`config.mk`:
```
export PLATFORM = sky130hd
export DESIGN_NAME = uart_regs_wm
export DESIGN_NICKNAME = d
export VERILOG_FILES = /design/src/rtl/uart_regs_wm.sv
export SDC_FILE = /design/constraint.sdc
export NUM_CORES = 1
export LEC_CHECK = 0
export ABC_AREA = 0
export BUFFER_PORTS_ARGS = -buffer_cell sky130_fd_sc_hd__buf_2
export CAP_MARGIN = 20
export CORE_MARGIN = 10
export CORE_UTILIZATION = 60
export DETAILED_ROUTE_END_ITERATION = 6
export GPL_ROUTABILITY_DRIVEN = 0
export PLACE_DENSITY = 0.85
export REMOVE_ABC_BUFFERS = 1
export SETUP_SLACK_MARGIN = 0.2
export SYNTH_ARGS = -nofsm -noshare
export SYNTH_HDL_FRONTEND = slang
export SYNTH_SLANG_ARGS = --single-unit
```
`constraint.sdc`:
```
create_clock -name clk -period 7.4 [get_ports clk]
set_clock_uncertainty 0.15 [all_clocks]
set_input_delay 1.48 -clock clk [delete_from_list [all_inputs] [get_ports clk]]
set_output_delay 1.48 -clock clk [all_outputs]
set_load 0.02 [all_outputs]
```
`src/rtl/uart_regs_wm.sv`:
```
module uart_regs_wm #(
  parameter int DEPTH = 8,
  parameter int DIV_W = 32,
  parameter int AW    = 5
) (
  input  logic             clk,
  input  logic             rst_n,
  input  logic             bus_req,
  input  logic             bus_we,
  input  logic [AW-1:0]    bus_addr,
  input  logic [3:0]       bus_be,
  input  logic [31:0]      bus_wdata,
  output logic             rd_valid,
  output logic [31:0]      rd_data,
  output logic             tx_valid,
  output logic [7:0]       tx_data,
  input  logic             tx_ready,
  input  logic             rx_valid,
  input  logic [7:0]       rx_data,
  output logic             irq,
  output logic [DIV_W-1:0] baud_div
);
  localparam int PW = (DEPTH > 1) ? $clog2(DEPTH) : 1;
  localparam int LW = $clog2(DEPTH + 1);
  localparam logic [LW-1:0] FULL_LVL = LW'(DEPTH);
  localparam logic [PW-1:0] LAST_PTR = PW'(DEPTH - 1);
  localparam logic [AW-1:0] A_TXD = AW'(5'h00);
  localparam logic [AW-1:0] A_RXD = AW'(5'h04);
  localparam logic [AW-1:0] A_TXC = AW'(5'h08);
  localparam logic [AW-1:0] A_RXC = AW'(5'h0C);
  localparam logic [AW-1:0] A_IE  = AW'(5'h10);
  localparam logic [AW-1:0] A_IP  = AW'(5'h14);
  localparam logic [AW-1:0] A_DIV = AW'(5'h18);

  logic             tx_en, rx_en;
  logic [2:0]       tx_cnt, rx_cnt;
  logic [1:0]       ie;
  logic [DIV_W-1:0] div_q;

  logic [7:0]    tx_mem [DEPTH];
  logic [PW-1:0] tx_wp, tx_rp;
  logic [LW-1:0] tx_lvl;
  logic [7:0]    rx_mem [DEPTH];
  logic [PW-1:0] rx_wp, rx_rp;
  logic [LW-1:0] rx_lvl;

  wire acc = bus_req && (bus_be == 4'hF);
  wire wr  = acc && bus_we;
  wire rd  = acc && !bus_we;

  wire tx_full = (tx_lvl == FULL_LVL);
  wire rx_full = (rx_lvl == FULL_LVL);
  wire rx_empty = (rx_lvl == '0);

  wire tx_push = wr && (bus_addr == A_TXD) && !tx_full;
  wire tx_pop  = tx_valid && tx_ready;
  wire rx_push = rx_valid && rx_en && !rx_full;
  wire rx_pop  = rd && (bus_addr == A_RXD) && !rx_empty;

  wire [1:0] ip = {rx_lvl > LW'(rx_cnt), tx_lvl < LW'(tx_cnt)};

  assign tx_valid = tx_en && (tx_lvl != '0);
  assign tx_data  = tx_mem[tx_rp];
  assign irq      = |(ip & ie);
  assign baud_div = div_q;

  always_ff @(posedge clk or negedge rst_n) begin
    if (!rst_n) begin
      tx_en  <= 1'b0;
      rx_en  <= 1'b0;
      tx_cnt <= '0;
      rx_cnt <= '0;
      ie     <= '0;
      div_q  <= '0;
    end else if (wr) begin
      case (bus_addr)
        A_TXC: begin tx_en <= bus_wdata[0]; tx_cnt <= bus_wdata[18:16]; end
        A_RXC: begin rx_en <= bus_wdata[0]; rx_cnt <= bus_wdata[18:16]; end
        A_IE:  ie    <= bus_wdata[1:0];
        A_DIV: div_q <= bus_wdata[DIV_W-1:0];
        default: ;
      endcase
    end
  end

  always_ff @(posedge clk) begin
    if (tx_push) tx_mem[tx_wp] <= bus_wdata[7:0];
    if (rx_push) rx_mem[rx_wp] <= rx_data;
  end

  always_ff @(posedge clk or negedge rst_n) begin
    if (!rst_n) begin
      tx_wp  <= '0;
      tx_rp  <= '0;
      tx_lvl <= '0;
      rx_wp  <= '0;
      rx_rp  <= '0;
      rx_lvl <= '0;
    end else begin
      if (tx_push) tx_wp <= (tx_wp == LAST_PTR) ? '0 : tx_wp + 1'b1;
      if (tx_pop)  tx_rp <= (tx_rp == LAST_PTR) ? '0 : tx_rp + 1'b1;
      tx_lvl <= tx_lvl + LW'(tx_push) - LW'(tx_pop);
      if (rx_push) rx_wp <= (rx_wp == LAST_PTR) ? '0 : rx_wp + 1'b1;
      if (rx_pop)  rx_rp <= (rx_rp == LAST_PTR) ? '0 : rx_rp + 1'b1;
      rx_lvl <= rx_lvl + LW'(rx_push) - LW'(rx_pop);
    end
  end

  logic [31:0] rmux;
  always_comb begin
    rmux = '0;
    if (rd) begin
      case (bus_addr)
        A_TXD: rmux = {tx_full, 31'b0};
        A_RXD: rmux = rx_empty ? 32'h8000_0000 : {24'b0, rx_mem[rx_rp]};
        A_TXC: rmux = {13'b0, tx_cnt, 15'b0, tx_en};
        A_RXC: rmux = {13'b0, rx_cnt, 15'b0, rx_en};
        A_IE:  rmux = {30'b0, ie};
        A_IP:  rmux = {30'b0, ip};
        A_DIV: rmux = 32'(div_q);
        default: rmux = '0;
      endcase
    end
  end

  always_ff @(posedge clk or negedge rst_n) begin
    if (!rst_n) begin
      rd_valid <= 1'b0;
      rd_data  <= '0;
    end else begin
      rd_valid <= bus_req && !bus_we;
      rd_data  <= rmux;
    end
  end
endmodule

```
==> results of run 1 <==
layer usage:
layer | routed length [um] | part of all wire [%]
met2 | 10370 | 54
met3 | 1036 | 5.4
met5 | 0 | 0
met4 | 510 | 2.6
met1 | 7404 | 38
worst reg2reg max path, cell delays in order, from the launching register on:
cell and delay, ns:
dfrtp_1 0.38, inv_1 0.09, ha_1 0.25, a211oi_4 0.32
nand2_4 0.15, nor3_1 0.91
layout make-up:
type	count	area, um^2
multi-input combinational	265	2706
timing repair buffer	143	785.8
inverter	27	101.3
sequential	223	6221
tap	188	235.2
clock inverter	14	101.3
fill	913	4342
clock buffer	26	596.8
worst max-delay path by stage:
| stage | start | end | slack [ns] | depth (start not counted) |
|---|---|---|---|---|
| 6_report | tx_rp[1] | tx_data[6] | 3.57 | 3 |
| 5_1_grt | tx_rp[1] | tx_data[3] | 3.48 | 3 |
| 3_3_place_gp | bus_addr[1] | tx_mem[4][3] | 3.28 | 5 |
| 3_5_place_dp | bus_addr[1] | tx_mem[1][5] | 3.21 | 5 |
| 2_1_floorplan | bus_addr[1] | tx_mem[0][0] | 3.56 | 4 |
| 4_1_cts | tx_rp[0] | tx_data[6] | 3.09 | 3 |
registers in the layout (all words and copies together), names as in the netlist, 3 cells and up:
name	cells
rx_mem	64
tx_mem	64
baud_div	32
rd_data	32
rx_lvl	4
tx_lvl	4
rx_cnt	3
rx_rp	3
rx_wp	3
tx_cnt	3
tx_rp	3
tx_wp	3
cell families after synthesis:
family / Yosys count / share of synthesized area [%]
AO/OA/AOI/OAI: 38 / 3.196
buffers and inverters: 50 / 2.650
adder cells (fa/ha/maj): 27 / 3.852
XOR/XNOR: 4 / 0.3825
multiplexers: 98 / 15.94
AND/OR/NAND/NOR: 98 / 6.065
flip-flops: 223 / 67.91
power groups by stage:
stage	sequential, W	combinational (W)	clock [W]
final	0.00137	0.000234	0.00106
after CTS	0.00138	0.000218	0.00108
after global routing	0.00137	0.000260	0.00113
after detailed placement	0.00140	0.000215	0
after floorplan	0.00140	0.000138	0
after global placement	0.00140	0.000202	0
synthesized netlist by cell type (8+ instances only):
| cell | n |
|---|---|
| edfxtp_1 | 128 |
| dfrtp_1 | 95 |
| mux2_1 | 44 |
| mux4_2 | 31 |
| ha_1 | 25 |
| inv_1 | 24 |
| nand2_1 | 22 |
| and3_1 | 20 |
| nor2_1 | 12 |
| mux2_2 | 9 |
| mux2i_1 | 9 |
| nor3_1 | 8 |
stage by stage:
step	cells	power (W)	utilization, %	worst slack [ns]	area [um^2]
after floorplan	515	0.001535	-	3.557	9019
after global placement	841	0.001603	66.14	3.284	9980
after detailed placement	841	0.001618	66.14	3.213	9980
after CTS	881	0.002673	70.76	3.086	10680
after global routing	886	0.002764	71.23	3.479	10750
final	886	0.002664	71.23	3.566	10750
==> reports/qor.yml, run 1 <==
power:
  switching_share_pct: 22.68
  p_switching_w: 0.0006042
  power.density_nw_per_um2: 247.9
  p_leak_nw: 4.741
  pwr-share-comb_pct: 8.8
  pwr-share-clk_pct: 39.8
  seq_power_share_pct: 51.4
  peakVddDrop_mv: 0.2333
  p_int_w: 0.002060
yosys:
  avgSynthCellArea_um2: 17.03
  synth-seq-area-share_pct: 67.91
  post-synth-top-area-cell: "edfxtp_1"
  syn-instance-count: 538
  synth-edff-count: 128
  synth_seq_cells: 223
  synth_async_sr_flop_share_pct: 42.60
  synthesis.area_um2: 9160
  synth.area.top_cells: "edfxtp_1, dfrtp_1, mux4_2, mux2_1, ha_1"
  synth_top_area_share_pct: 41.96
  ys.flop_type: "edfxtp_1"
  ys_warn_count: 0
  synth.distinct_cells: 49
placement:
  dp_hpwl_um: 13410
  io_buffers: 129
setup_path:
  worstSetupPathType: "reg2out"
  r2r-start: "tx_lvl[2]"
  crit_buf_inv: 1
  worstReg2RegEnd: "tx_mem[2][4]"
  ff2ff_setup_slack_ns: 4.77
  cp.required_ns: 5.77
  path_cells: "mux4_2 > mux2_2 > buf_2"
  startpoint_type: "register"
  r2r_cells: 5
  crit_family: "flip-flops"
  crit_slowest_cell: "dfrtp_1"
  end_kind: "primary output"
  crit_path_max_fanout: 18
  cp.arrival_ns: 2.20
  slowest_delay_ns: 0.84
cts:
  ctsResizeCount: 0
  numCtsBuffers: 22
  cts_tree: "built"
  clock_sinks: 223
  clock_path_buffers: 3
  htreeDepth: 1
  root_buffer: "clkbuf_16"
  postCtsSetupRepairBufs: 0
  clk_pin_slew_worst_paths_ns: 0.06
  clk_latency_ns: 0.49
  cts_hold_buf: 0
global_routing:
  grt_use_met3_pct: 3.630
  grt_max_degree: 70
  met1_usage_pct: 22.99
  grt_pass1_vias: 5496
  grt_overflow: 0
  grt_pass1_wl_um: 30500
  use_met2_pct: 33.85
  track_usage_pct: 18.97
  antenna_found_initial: 0
  grt-busiest-layer: "met2"
finish:
  final_nets: 764
  area_growth_pct: 17.33
  layout_common_cells: "buf_2, edfxtp_1, dfrtp_1, mux2_1, mux4_2"
  drive_gt1_share_pct: 33.81
  layout_commonest_cell: "buf_2"
  diodes: 0
hold_path:
  hold_start: "baud_div[21]"
  hold-path-cell-count: 1
  min_to: "baud_div[21]"
  hold_class: "reg2reg"
sta:
  tns_ns: 0
  finalCriticalPeriod_ns: 3.834
  hold_ws_ns: 0.3522
  fmax_mhz: 260.9
  report.final.slew_viol_count: 0
  relSlewSlack_pct: 27.99
  setup_viol: 0
  tightest_slew_ns: 1.072
  fin_crit_sh_pct: 51.80
  rsz0062_at_grt: "no"
  finalHoldViolations: 0
outcome:
  status: "completed"
floorplan:
  dieArea_um2: 20610
  num_rows: 45
  core_area_um2: 15090
  io_pins: 130
  start_util_pct: 60.70
  die_h_um: 143.6
  die_w_um: 143.6
detailed_routing:
  drt-pass1-iter-count: 4
  antenna_left: 0
  drt-total-wl_um: 19320
  wl_per_cell_um: 21.81
  drt_first_iter_violations: 338
  vias: 5094
  avgViaCountPerCell: 5.749
  drc_errors: 0
flow_run:
  cap_viol_max_count: 0
Note: power is estimated with default switching activity, not from simulation.
==> run 2, diff against run 1 <==
- CORE_UTILIZATION: 60 -> 51
- PLACE_DENSITY: 0.85 -> 0.77
- clock period: 7.4 -> 3.25 ns (I/O delays scaled with it)
==> run 2 against run 1 <==
Against the previous run:
- the flow now finishes with violations (hold timing)
- clock power up 130%
- worst setup slack got worse by 3.2 ns
- non-clock buffer count up 12
- utilization down 9.0 points
- largest cell class unchanged
- largest power group unchanged
- highest routed layer unchanged
==> reports/qor.yml, run 2 (synthesized netlist as in run 1, its figures left out) <==
setup_path:
  worstSetupPathType: "reg2out"
  startpoint_type: "register"
  crit_buf_inv: 2
  end_kind: "primary output"
  path_cells: "buf_12 > mux4_2 > mux2_2 > buf_2"
  crit_slowest_cell: "mux4_2"
  cp.required_ns: 2.45
  crit_family: "multiplexers"
  crit_path_max_fanout: 16
  slowest_delay_ns: 0.52
  cp.arrival_ns: 2.11
power:
  power.density_nw_per_um2: 557.6
  p_leak_nw: 4.778
  pwr-share-clk_pct: 39.9
  p_int_w: 0.004698
  seq_power_share_pct: 51.5
  pwr-share-comb_pct: 8.6
  peakVddDrop_mv: 0.4134
  p_switching_w: 0.001362
  switching_share_pct: 22.48
finish:
  multiInputGateArea_um2: 2696
  final_core_utilization_pct: 62.19
  final_nets: 776
  drive_gt1_share_pct: 34.41
  num-fill-cells: 1253
  area_growth_pct: 18.64
  reg_top3: "rx_mem x64, tx_mem x64"
  layout_common_cells: "buf_2, edfxtp_1, dfrtp_1, mux2_1, mux4_2"
  ff_latch_area_um2: 6222
outcome:
  status: "complete, but fails checks"
  violations: "hold timing"
placement:
  dp_hpwl_um: 13860
  io_buffers: 129
floorplan:
  io_pins: 130
  die_w_um: 154.0
  num_rows: 48
  dieArea_um2: 23720
  start_util_pct: 52.41
  core_area_um2: 17480
  die_h_um: 154.0
cts:
  root_buffer: "clkbuf_16"
  clock_path_buffers: 3
  clock_sinks: 223
  cts_tree: "built"
  clk_pin_slew_worst_paths_ns: 0.06
  cts_hold_buf: 0
  htreeDepth: 1
  numCtsBuffers: 22
  clk_latency_ns: 0.50
detailed_routing:
  vias: 5188
  avgViaCountPerCell: 5.543
  drt_first_iter_violations: 392
  drt-pass1-iter-count: 7
  wl_per_cell_um: 21.17
  drc_errors: 0
  antenna_left: 0
  drt-total-wl_um: 19820
sta:
  finalHoldViolations: 2
  relSlewSlack_pct: 45.72
  finalCriticalPeriod_ns: 2.913
  rsz0062_at_grt: "no"
  tns_ns: 0
  tightest_slew_ns: 0.8143
  setup_viol: 0
  report.final.slew_viol_count: 0
  fin_crit_sh_pct: 89.63
  hold_ws_ns: -0.002241
  fmax_mhz: 343.3
global_routing:
  grt_pass1_vias: 5584
  grt_max_degree: 96
  grt_pass1_wl_um: 31080
  track_usage_pct: 16.36
  grt_overflow: 0
  antenna_found_initial: 2
hold_path:
  hold_class: "in2async"
flow_run:
  cap_viol_max_count: 0
run 2: power groups by stage:
| stage | clock network [W] | registers (W) | logic, W |
|---|---|---|---|
| final | 0.00242 | 0.00312 | 0.000524 |
| after detailed placement | 0 | 0.00317 | 0.000529 |
| after global routing | 0.00260 | 0.00313 | 0.000591 |
| after CTS | 0.00247 | 0.00312 | 0.000529 |
| after global placement | 0 | 0.00317 | 0.000496 |
| after floorplan | 0 | 0.00318 | 0.000315 |
run 2: area by class of cell:
cell class,count,area share (%)
diodes,2,0.04605
clock buffers,26,5.204
clock inverters,13,1.174
inverters,27,0.9325
multi-input cells,265,24.81
flip-flops and latches,223,57.25
well taps,225,2.590
repair buffers,155,7.990
run 2: layer usage:
metal	track usage [%]	share of wire [%]
met2	28.52	53
met4	4.948	2.0
met1	20.04	41
met5	0	0
met3	3.208	4.3
run 2: worst paths after layout:
| check | start | to | slack (ns) | depth (start not counted) |
|---|---|---|---|---|
| min in group clk | bus_wdata[15] | baud_div[15] | 0.21 | 2 |
| min | rst_n | baud_div[12] | -0.002 | 2 |
| max in group asynchronous | rst_n | tx_rp[1] | 2.48 | 2 |
| min reg2reg | baud_div[8] | baud_div[8] | 0.34 | 1 |
| max | tx_rp[0] | tx_data[4] | 0.34 | 4 |
| max reg2reg | rx_lvl[2] | rx_lvl[2] | 0.73 | 10 |
run 2: per-stage QoR:
stage | instances | cell area, um^2 | hold slack (ns) | setup slack [ns] | total power (W)
6_report | 936 | 10870 | -0.002241 | 0.3370 | 0.006060
5_1_grt | 935 | 10870 | 0.05301 | 0.2332 | 0.006316
4_1_cts | 934 | 10860 | 0.05191 | 0.3047 | 0.006115
3_5_place_dp | 895 | 10170 | 0.3357 | 0.1282 | 0.003701
3_3_place_gp | 895 | 10170 | 0.3294 | 0.1999 | 0.003665
2_1_floorplan | 515 | 9019 | 0.2044 | 0.2372 | 0.003495
run 2: repair_timing:
action / in CTS / in global routing
setup buffers: 0 / 0
endpoints found under the setup margin: 8 / 0
gates resized for setup: 1 / 0
